$ cat config.mk
export PLATFORM = sky130hd
export DESIGN_NAME = sysctl_bridge
export DESIGN_NICKNAME = d
export VERILOG_FILES = /design/src/rtl/sysctl_pkg.sv /design/src/rtl/sysctl_regs.sv /design/src/rtl/sysctl_readmux.sv /design/src/rtl/sysctl_xlate.sv /design/src/rtl/sysctl_bridge.sv
export SDC_FILE = /design/constraint.sdc
export NUM_CORES = 1
export LEC_CHECK = 0
export BUFFER_PORTS_ARGS = -buffer_cell sky130_fd_sc_hd__clkbuf_2
export CORE_MARGIN = 2
export CORE_UTILIZATION = 40
export CTS_CLUSTER_DIAMETER = 100
export DETAILED_ROUTE_END_ITERATION = 10
export PLACE_DENSITY = 0.86
export SYNTH_ARGS = -nofsm -noshare
export SYNTH_HDL_FRONTEND = slang
export SYNTH_SLANG_ARGS = --single-unit
$ cat constraint.sdc
create_clock -name clk -period 2.2 [get_ports clk]
set_clock_uncertainty 0.1 [all_clocks]
set_input_delay 0.33 -clock clk [delete_from_list [all_inputs] [get_ports clk]]
set_output_delay 0.33 -clock clk [all_outputs]
set_load 0.02 [all_outputs]
$ cat src/rtl/sysctl_pkg.sv
package sysctl_pkg;
  localparam int PORT_W = 16;
  localparam int DATA_W = 8;

  localparam logic [PORT_W-1:0] P_RSTEND  = 16'h0092;
  localparam logic [PORT_W-1:0] P_ID_CPU  = 16'h0800;
  localparam logic [PORT_W-1:0] P_ID_FEAT = 16'h0802;
  localparam logic [PORT_W-1:0] P_ID_STAT = 16'h0803;
  localparam logic [PORT_W-1:0] P_LIGHT   = 16'h0808;
  localparam logic [PORT_W-1:0] P_EQUIP   = 16'h080C;
  localparam logic [PORT_W-1:0] P_LOCK1   = 16'h0810;
  localparam logic [PORT_W-1:0] P_LOCK2   = 16'h0812;
  localparam logic [PORT_W-1:0] P_KEYSW   = 16'h0818;
  localparam logic [PORT_W-1:0] P_SYSCTL  = 16'h081C;
  localparam logic [PORT_W-1:0] P_CACHE   = 16'h0823;
  localparam logic [PORT_W-1:0] P_MAPTYPE = 16'h0850;

  localparam logic [DATA_W-1:0] V_ID_CPU  = 8'hEF;
  localparam logic [DATA_W-1:0] V_ID_FEAT = 8'hAD;
  localparam logic [DATA_W-1:0] V_ID_STAT = 8'hE0;
  localparam logic [DATA_W-1:0] V_EQUIP   = 8'h3C;
  localparam logic [DATA_W-1:0] V_EXTFEAT = 8'h39;
  localparam logic [DATA_W-1:0] V_KEYSW   = 8'h00;
  localparam logic [DATA_W-1:0] V_CACHE   = 8'h03;
  localparam logic [DATA_W-1:0] V_NONE    = 8'hFF;

  typedef struct packed {
    logic       rst_req;
    logic       endian;
    logic       light;
    logic [3:0] sysval;
    logic       sparse;
  } ctrl_t;
endpackage

$ cat src/rtl/sysctl_regs.sv
module sysctl_regs
  import sysctl_pkg::*;
#(
  parameter int CTRL_W = 4
) (
  input  logic              clk,
  input  logic              rst,
  input  logic              wr_en,
  input  logic [PORT_W-1:0] port,
  input  logic [DATA_W-1:0] wdata,
  input  logic              nvram_present,
  output ctrl_t             ctrl,
  output logic              pulse1,
  output logic              pulse2
);
  always_ff @(posedge clk) begin
    if (rst) begin
      ctrl   <= '0;
      pulse1 <= 1'b0;
      pulse2 <= 1'b0;
    end else begin
      pulse1 <= wr_en && (port == P_LOCK1) && nvram_present;
      pulse2 <= wr_en && (port == P_LOCK2) && nvram_present;
      if (wr_en) begin
        case (port)
          P_RSTEND: begin
            ctrl.rst_req <= wdata[0];
            ctrl.endian  <= wdata[1];
          end
          P_LIGHT:   ctrl.light  <= wdata[0];
          P_SYSCTL:  ctrl.sysval <= wdata[CTRL_W-1:0];
          P_MAPTYPE: ctrl.sparse <= wdata[0];
          default: ;
        endcase
      end
    end
  end

  a_r2_reset_source: assert property (@(posedge clk) disable iff (rst)
    !$stable(ctrl.rst_req) |-> $past(wr_en && port == P_RSTEND));
  a_r2_endian_source: assert property (@(posedge clk) disable iff (rst)
    !$stable(ctrl.endian) |-> $past(wr_en && port == P_RSTEND));
  a_r6_pulse1_cause: assert property (@(posedge clk) disable iff (rst)
    pulse1 |-> $past(wr_en && port == P_LOCK1 && nvram_present));
  a_r6_pulse2_cause: assert property (@(posedge clk) disable iff (rst)
    pulse2 |-> $past(wr_en && port == P_LOCK2 && nvram_present));
  a_r6_pulses_exclusive: assert property (@(posedge clk) disable iff (rst)
    $onehot0({pulse1, pulse2}));
endmodule

$ cat src/rtl/sysctl_readmux.sv
module sysctl_readmux
  import sysctl_pkg::*;
(
  input  logic              clk,
  input  logic              rst,
  input  logic              rd_en,
  input  logic [PORT_W-1:0] port,
  input  ctrl_t             ctrl,
  output logic [DATA_W-1:0] rdata
);
  logic [DATA_W-1:0] sel;

  always_comb begin
    case (port)
      P_RSTEND:  sel = DATA_W'({ctrl.endian, 1'b0});
      P_ID_CPU:  sel = V_ID_CPU;
      P_ID_FEAT: sel = V_ID_FEAT;
      P_ID_STAT: sel = V_ID_STAT;
      P_EQUIP:   sel = V_EQUIP;
      P_LOCK1:   sel = V_EXTFEAT;
      P_KEYSW:   sel = V_KEYSW;
      P_SYSCTL:  sel = DATA_W'(ctrl.sysval);
      P_CACHE:   sel = V_CACHE;
      P_MAPTYPE: sel = DATA_W'(ctrl.sparse);
      default:   sel = V_NONE;
    endcase
  end

  always_ff @(posedge clk) begin
    if (rst)        rdata <= '0;
    else if (rd_en) rdata <= sel;
  end

  a_r3_cpu_id: assert property (@(posedge clk) disable iff (rst)
    $past(rd_en && port == P_ID_CPU) |-> rdata == 8'hEF);
  a_r7_upper_zero: assert property (@(posedge clk) disable iff (rst)
    $past(rd_en && port == P_SYSCTL) |-> rdata[7:4] == 4'h0);
  a_r11_hold: assert property (@(posedge clk) disable iff (rst)
    $past(!rd_en) |-> $stable(rdata));
endmodule

$ cat src/rtl/sysctl_xlate.sv
module sysctl_xlate
  import sysctl_pkg::*;
#(
  parameter int OFS_W   = 23,
  parameter int LOW_W   = 5,
  parameter int PAGE_LSB = 12
) (
  input  logic              sparse,
  input  logic [OFS_W-1:0]  ofs,
  output logic [PORT_W-1:0] io_port
);
  localparam int HI_W = PORT_W - LOW_W;

  always_comb begin
    if (sparse) io_port = {ofs[PAGE_LSB+HI_W-1:PAGE_LSB], ofs[LOW_W-1:0]};
    else        io_port = ofs[PORT_W-1:0];
  end
endmodule

$ cat src/rtl/sysctl_bridge.sv
module sysctl_bridge
  import sysctl_pkg::*;
#(
  parameter int OFS_W  = 23,
  parameter int CTRL_W = 4
) (
  input  logic              clk,
  input  logic              rst,
  input  logic              acc_valid,
  input  logic              acc_write,
  input  logic [PORT_W-1:0] acc_port,
  input  logic [DATA_W-1:0] acc_wdata,
  output logic [DATA_W-1:0] acc_rdata,
  input  logic              nvram_present,
  input  logic [OFS_W-1:0]  cpu_ofs,
  output logic [PORT_W-1:0] io_port,
  output logic              soft_reset,
  output logic              endian_le,
  output logic              light_on,
  output logic              lock_pulse1,
  output logic              lock_pulse2
);
  ctrl_t ctrl;

  sysctl_regs #(.CTRL_W(CTRL_W)) u_regs (
    .clk(clk), .rst(rst), .wr_en(acc_valid && acc_write), .port(acc_port),
    .wdata(acc_wdata), .nvram_present(nvram_present), .ctrl(ctrl),
    .pulse1(lock_pulse1), .pulse2(lock_pulse2)
  );

  sysctl_readmux u_rd (
    .clk(clk), .rst(rst), .rd_en(acc_valid && !acc_write), .port(acc_port),
    .ctrl(ctrl), .rdata(acc_rdata)
  );

  sysctl_xlate #(.OFS_W(OFS_W)) u_xl (
    .sparse(ctrl.sparse), .ofs(cpu_ofs), .io_port(io_port)
  );

  assign soft_reset = ctrl.rst_req;
  assign endian_le  = ctrl.endian;
  assign light_on   = ctrl.light;

  a_r9_flat_window: assert property (@(posedge clk) disable iff (rst)
    !ctrl.sparse |-> io_port == cpu_ofs[15:0]);
endmodule

Word-level counts from Yosys, hierarchy flattened
Index checks and enable logic that the tools add are counted.
Word-level totals
  flip-flop bits (word level): 18
  bits in latches: 0
  bits in writable memories: 0
  memory bits (read-only): 0
  logic and storage cells: 33
  memories kept: 0
Cells by class
  add/subtract/negate cells: 0
  multiply operators: 0
  div/mod/pow operators: 0
  order comparisons: 0
  equality and inequality tests: 12
  shift operators: 0
  multiplexer cells: 2
  bitwise logic cells: 0
  reduce and logical (&&, ||, !) cells: 11
Operator list (number)
  16-bit by 12-bit == test with 1-bit output, second input constant: 11
  8-bit one-hot mux with 10 select lines: 1
  16-bit by 8-bit == test with 1-bit output, second input constant: 1
  16-bit two-way mux: 1
  2-bit AND reduction: 4
  1-bit logical AND: 6
  1-bit zero test: 1

Depth between registers and ports, before layout
Gate-level depths: netlist (run 1).
  depth in word-level cells: 3
  mapped depth: 6
  mapped depth without buffers: 5

Modules after synthesis
Synthesis (run 1) repeated with hierarchy kept, for this count alone.
Unflattened totals
  cells, all modules: 165
  area total of the unflattened synthesis: 1445.1 um^2
By module, submodules not included
  sysctl_readmux: times used 1, cells each 83, area each 641.9 um^2
  sysctl_regs: times used 1, cells each 63, area each 576.8 um^2
  sysctl_xlate: times used 1, cells each 17, area each 210.2 um^2
  sysctl_bridge: times used 1, cells each 2, area each 16.3 um^2

Least setup slack after synthesis (run 1)
OpenSTA, ideal clock, no wires.
  path type: input -> register
  start point: in acc_port[1]
  end point: reg u_rd.rdata[0]
  data arrival time: 1531 ps
  data required time: 1973 ps
  slack: 442 ps
  stages: 6
  buffers on the path: 1
  cell sequence: buf_2 nor2_4 nand3_1 a2111oi_2 a221o_2 a31oi_1
On the way
  word-level cells in the longest chain between the ends: 2
Ends and longest elaborated chain
  from (decl): RTL line sysctl_bridge.sv:11  | input logic [PORT_W-1:0] acc_port,
  16-bit by 12-bit == test with 1-bit output or 16-bit by 8-bit == test with 1-bit output (tied branches): RTL line sysctl_readmux.sv:14  | case (port)
  8-bit one-hot mux with 10 select lines (*): RTL line sysctl_readmux.sv:14
  to (signal assigned): RTL line sysctl_readmux.sv:31  | else if (rd_en) rdata <= sel;
  to (decl): RTL line sysctl_readmux.sv:9  | output logic [DATA_W-1:0] rdata
Mark *: on every way between the ends. The rest lies on a longest branch, timed or not.
A chain may end at the register's enable or synchronous reset.

Final worst setup path (run 1)
  start point: reg, netlist name u_regs.ctrl[0]
  end point: out io_port[9]
On the way
  word-level cells in the longest chain between the ends: 1
Ends and longest elaborated chain
  16-bit two-way mux: RTL line sysctl_xlate.sv:15  | if (sparse) io_port = {ofs[PAGE_LSB+HI_W-1:PAGE_LSB], ofs[LOW_W-1:0]};
  to (decl): RTL line sysctl_bridge.sv:16  | output logic [PORT_W-1:0] io_port,
Every way passes these cells.

==> metrics.cfg, run 1 <==
[outcome]
status = completed

[clocking]
clkTransAtPathRegs_ps = 110
cts_hold_buf = 0
worstSkewPairLatency_ps = 300
cts_resized = 0
cts-root-buf = clkbuf_4
cts_tree = built
clk_path_buf_depth = 2
clock_sink_count = 18
cts_setup_buffers = 0
htree_levels = 1
cts_buffers = 3

[final_layout]
n_antenna_cell = 0
final_cell_mix = 66 x clkbuf_2, 21 x nor2_1, 18 x dfxtp_1, 11 x mux2_2
nFillCells = 294
nNetsFinal = 263
drive_above_1_share = 0.505
area_growth_pct = 29.0
layout_commonest_cell = clkbuf_2

[timing]
fin_crit_ps = 1880
maxSlewHeadroom = 0.589
period_share = 0.855
setup_viol = 0
finalMaxSlewViolations = 0
clock.fmax_mhz = 532
tns_ps = 0
worst_slew_pin_slew_ps = 615
rsz0062_at_grt = no
hold_viol = 0

[grt]
grt_pass1_vias = 1231
grt_max_degree = 18
overflow = 0
antenna_found_initial = 0
grt_use_total = 0.182
grtUsageMet2 = 0.331
use_met1 = 0.223
grt_pass1_wl_mm = 5.24
grt_use_met3 = 0.0273
grt_busiest_layer = met2

[synth]
synth_seq_cells = 18
yosys.area.top_type = dfxtp_1
netlist_instances = 149
ys_warn_count = 0
ys_seq_area_frac = 0.274
synth_edf_count = 0
netlist.area_leader.share = 0.274
synthFlopType = dfxtp_1
synth_area_leaders = dfxtp_1 27%, mux2_2 9.4%, mux2i_1 6.1%, nor2_1 6.0%, a211oi_2 3.8%
yosysUniqueCellTypes = 44
synth.avg_cell_area_sq_um = 8.83
async_flop_share = 0
syn-num-nets = 201
syn-cell-area_sq_um = 1320

[critical_path]
cp_cell_sequence = buf_4, mux2_2, clkbuf_2
r2r_end = u_rd.rdata[0]$_SDFFE_PP0P_
slowest_delay_ps = 450
critical_path.top_delay_family = flip-flops
reg2reg_from = u_regs.ctrl[0]$_SDFFE_PP0P_
crit_type = reg2out
r2r_setup_slack_ps = 670
cp_num_buf_inv = 2
critPathRequiredTime_ps = 1770
critPathLaunchType = flip-flop
crit_arrival_ps = 1450
worst_setup_path_end_kind = primary output
cp_max_fo = 8
reg2reg_depth = 4
slowest_stage = dfxtp_1

[detailed_routing]
first_pass_iters = 4
route.detailed.drc = 0
drtAntennaViolNets = 0
drtIter0Drc = 65
vias_per_cell = 5.46
wire_per_inst_microns = 13.3
num_vias = 1387
routed_wl_mm = 3.38

[worst_hold_path]
min-delay-start = acc_wdata[2]
min_path_type = in2reg
min_to = u_regs.ctrl[3]$_SDFFE_PP0P_
holdPathStages = 3

[power]
power_frac_seq = 0.463
switchingPower_uw = 224
p_comb_frac = 0.248
powerDensity_nw_per_um2 = 433
p_leak_uw = 0.000750
power_uw = 735
p_sw_frac = 0.305
ir_worst_vdd_v = 0.000185
clkPwrFrac = 0.288
p_int_uw = 511

[floorplan]
ios = 81
start_util = 0.427
dieHeight_microns = 61.3
dieArea_sq_um = 3760
core_sq_um = 3080
die_x_microns = 61.3
rows = 20

[placed_design]
place_congestion = 0.903
post-dp-hpwl_mm = 2.57
port-buffer-count = 66

[flow_run]
drv_cap = 0

[power groups by stage]
stage	Sequential (uW)	Clock, uW	Combinational [uW]
global route	342	224	198
global placement	348	0	176
detailed placement	348	0	180
finish	341	212	183
CTS	341	213	182
floorplan	360	0	103
[synth_stat cells, types with 2 or more instances]
master / n
a31oi_1: 4
nand4_2: 2
buf_2: 5
o21bai_1: 3
nor4_2: 2
dfxtp_1: 18
nand2_1: 7
mux2i_1: 8
and3_1: 4
buf_4: 5
nor4b_1: 2
nor2_1: 21
nor3_1: 8
o21ai_0: 3
nand3_1: 3
a211oi_2: 4
buf_1: 3
nand4_1: 4
and2_1: 2
mux2_2: 11
inv_1: 2
a211oi_1: 2
nor3_2: 2
a21oi_1: 4
[worst reg2reg max path: cells and delay by family, from the launching register on]
family,cells,cell delay (ps)
flops,1,450
compound gates,4,920
[how the worst max path moves through the flow]
stage	from	end	slack, ps	cells past startpoint
floorplan	acc_port[1]	u_rd.rdata[0]$_SDFFE_PP0P_	440	6
global route	u_regs.ctrl[0]$_SDFFE_PP0P_	io_port[5]	240	3
global placement	acc_port[1]	u_rd.rdata[0]$_SDFFE_PP0P_	270	6
CTS	u_regs.ctrl[0]$_SDFFE_PP0P_	io_port[9]	300	3
detailed placement	acc_port[1]	u_rd.rdata[2]$_SDFFE_PP0P_	240	6
finish	u_regs.ctrl[0]$_SDFFE_PP0P_	io_port[9]	320	3
[area by class of cell]
cell class | instances | area (sq um) | area share
multi-input combinational | 114 | 866 | 0.510
clock buffer | 4 | 36.3 | 0.0214
tap | 44 | 55.1 | 0.0324
inverter | 3 | 11.3 | 0.00664
sequential | 18 | 360 | 0.212
timing repair buffer | 71 | 368 | 0.217
[state kept, by name (all words and copies together) (netlist names)]
name           flops
u_regs.pulse2      1
u_regs.pulse1      1
u_regs.ctrl        8
u_rd.rdata         8
[per-layer routing]
layer	wire, microns	share of wire
met1	1390	0.41
met2	1670	0.49
met3	258	0.076
met4	57	0.017
met5	0	0
[cell families (layout without fill, tap and decap cells)]
group                  count (synthesis)  count (layout)  synth area share
and+or+nand+nor                       67              67             0.328
AOI/OAI and AO/OA                     28              28             0.175
muxes                                 19              19             0.155
buffers and inverters                 17              78            0.0676
DFF                                   18              18             0.274
[stage by stage]
stage | area [sq um] | std cells | hold WS, ps | setup slack (ps) | util
global route | 1700 | 254 | 179 | 236 | 0.551
global placement | 1660 | 250 | 373 | 265 | 0.539
finish | 1700 | 254 | 170 | 319 | 0.551
detailed placement | 1660 | 250 | 382 | 241 | 0.539
floorplan | 1320 | 149 | 360 | 442 | -
CTS | 1700 | 254 | 172 | 302 | 0.551
(Power assumes the default switching activity.)
==> run 2, diff against run 1 <==
Settings changed: RECOVER_POWER set to 100.
==> metrics.cfg, run 2 (synthesized netlist as in run 1, its figures left out) <==
[placed_design]
place_congestion = 0.903  ; unchanged
port-buffer-count = 66  ; unchanged
post-dp-hpwl_mm = 2.57  ; unchanged

[detailed_routing]
routed_wl_mm = 3.40  ; +0.56%
vias_per_cell = 5.46  ; unchanged
wire_per_inst_microns = 13.4  ; +0.56%
first_pass_iters = 4  ; unchanged
drtAntennaViolNets = 0  ; unchanged
drtIter0Drc = 43  ; -34%
num_vias = 1387  ; unchanged
route.detailed.drc = 0  ; unchanged

[power]
powerDensity_nw_per_um2 = 449  ; +3.7%
ir_worst_vdd_v = 0.000183  ; -1.1%
p_leak_uw = 0.000654  ; -13%
power_uw = 721  ; -1.9%

[clocking]
clk_path_buf_depth = 2  ; unchanged
cts_setup_buffers = 0  ; unchanged
cts_tree = built
clkTransAtPathRegs_ps = 110  ; about the same
cts_hold_buf = 0  ; unchanged
cts_buffers = 3  ; unchanged
clock_sink_count = 18  ; unchanged
cts_resized = 0  ; unchanged
cts-root-buf = clkbuf_4
worstSkewPairLatency_ps = 300  ; about the same
htree_levels = 1  ; unchanged

[timing]
finalMaxSlewViolations = 0  ; unchanged
fin_crit_ps = 1960  ; +75.5 ps
worst_slew_pin_slew_ps = 665  ; +50.1 ps
period_share = 0.889  ; +0.0343
hold_viol = 0  ; unchanged
clock.fmax_mhz = 511  ; -3.9%
rsz0062_at_grt = no
tns_ps = 0  ; unchanged
maxSlewHeadroom = 0.553  ; -0.0360
setup_viol = 0  ; unchanged

[final_layout]
n_antenna_cell = 0  ; unchanged
final_cell_mix = 43 x clkbuf_2, 24 x clkbuf_1, 21 x nor2_1, 18 x dfxtp_1, 11 x mux2_2
nNetsFinal = 263  ; unchanged
layout_commonest_cell = clkbuf_2
reg.largest.list = u_rd.rdata x8, u_regs.ctrl x8
drive_above_1_share = 0.348  ; -0.157
area_growth_pct = 22.1

[floorplan]
rows = 20  ; unchanged
core_sq_um = 3080  ; unchanged
dieHeight_microns = 61.3  ; unchanged
start_util = 0.427  ; unchanged
dieArea_sq_um = 3760  ; unchanged
ios = 81  ; unchanged
die_x_microns = 61.3  ; unchanged

[critical_path]
critical_path.top_delay_family = flip-flops
worst_setup_path_end_kind = primary output
cp_num_buf_inv = 2  ; unchanged
cp_max_fo = 8  ; unchanged
critPathLaunchType = flip-flop
crit_arrival_ps = 1530  ; +80 ps
slowest_delay_ps = 440  ; about the same
slowest_stage = dfxtp_1
critPathRequiredTime_ps = 1770  ; about the same
cp_cell_sequence = clkbuf_2, mux2_2, clkbuf_1
crit_type = reg2out

[flow_run]
drv_cap = 0  ; unchanged

[grt]
grt_use_total = 0.182  ; unchanged
antenna_found_initial = 0  ; unchanged
grt_pass1_vias = 1231  ; unchanged
grt_pass1_wl_mm = 5.24  ; unchanged
grt_max_degree = 18  ; unchanged
overflow = 0  ; unchanged

[worst_hold_path]
min_path_type = in2reg

[outcome]
status = completed

run 2: cell count changes in the layout (fill, tap and decap cells not counted), moves of 2 or more:
cell,change
a211oi_1,+4
a211oi_2,-4
clkbuf_1,+24
clkbuf_2,-23
nor3_1,+2
nor4_1,+2
run 2: per-stage QoR:
stage,setup WS (ps),utilization,instance area [sq um],hold slack (ps),std cells
floorplan,442,-,1320,360,149
global placement,265,0.539,1660,373,250
detailed placement,241,0.539,1660,382,250
CTS,302,0.551,1700,172,254
global route,145,0.522,1610,179,254
finish,243,0.522,1610,174,254
run 2: worst paths after layout:
| check | start | to | slack [ps] | depth (start not counted) |
|---|---|---|---|---|
| max reg2reg | u_regs.ctrl[0]$_SDFFE_PP0P_ | u_rd.rdata[0]$_SDFFE_PP0P_ | 670 | 4 |
| min | acc_wdata[2] | u_regs.ctrl[3]$_SDFFE_PP0P_ | 170 | 3 |
| min reg2reg | u_rd.rdata[6]$_SDFFE_PP0P_ | u_rd.rdata[6]$_SDFFE_PP0P_ | 410 | 2 |
| max | u_regs.ctrl[0]$_SDFFE_PP0P_ | io_port[9] | 240 | 3 |
run 2: worst reg2reg max path: cells and delay by family (launching register included):
kind / cells / cell delay [ps]
compound gates: 4 / 920
flops: 1 / 440
run 2: cell type report:
type | instances | area [sq um]
fillers | 315 | 1470
inverters | 3 | 11.3
repair buffers | 71 | 335
clock buffers | 4 | 36.3
flip-flops and latches | 18 | 360
well taps | 44 | 55.1
multi-input cells | 114 | 807
run 2: power breakdown:
group          internal (uW)  leakage, uW  switching (uW)
Sequential               336     0.000147            4.90
Combinational           66.8     0.000487             103
Clock                    101    0.0000210             110
run 2: metal layers:
layer | up-vias | routed length [microns] | track usage
met1 | 637 | 1400 | 0.223
met2 | 70 | 1630 | 0.331
li1 | 672 | - | -
met5 | - | 0 | 0
met4 | 0 | 55 | 0.0517
met3 | 8 | 304 | 0.0273
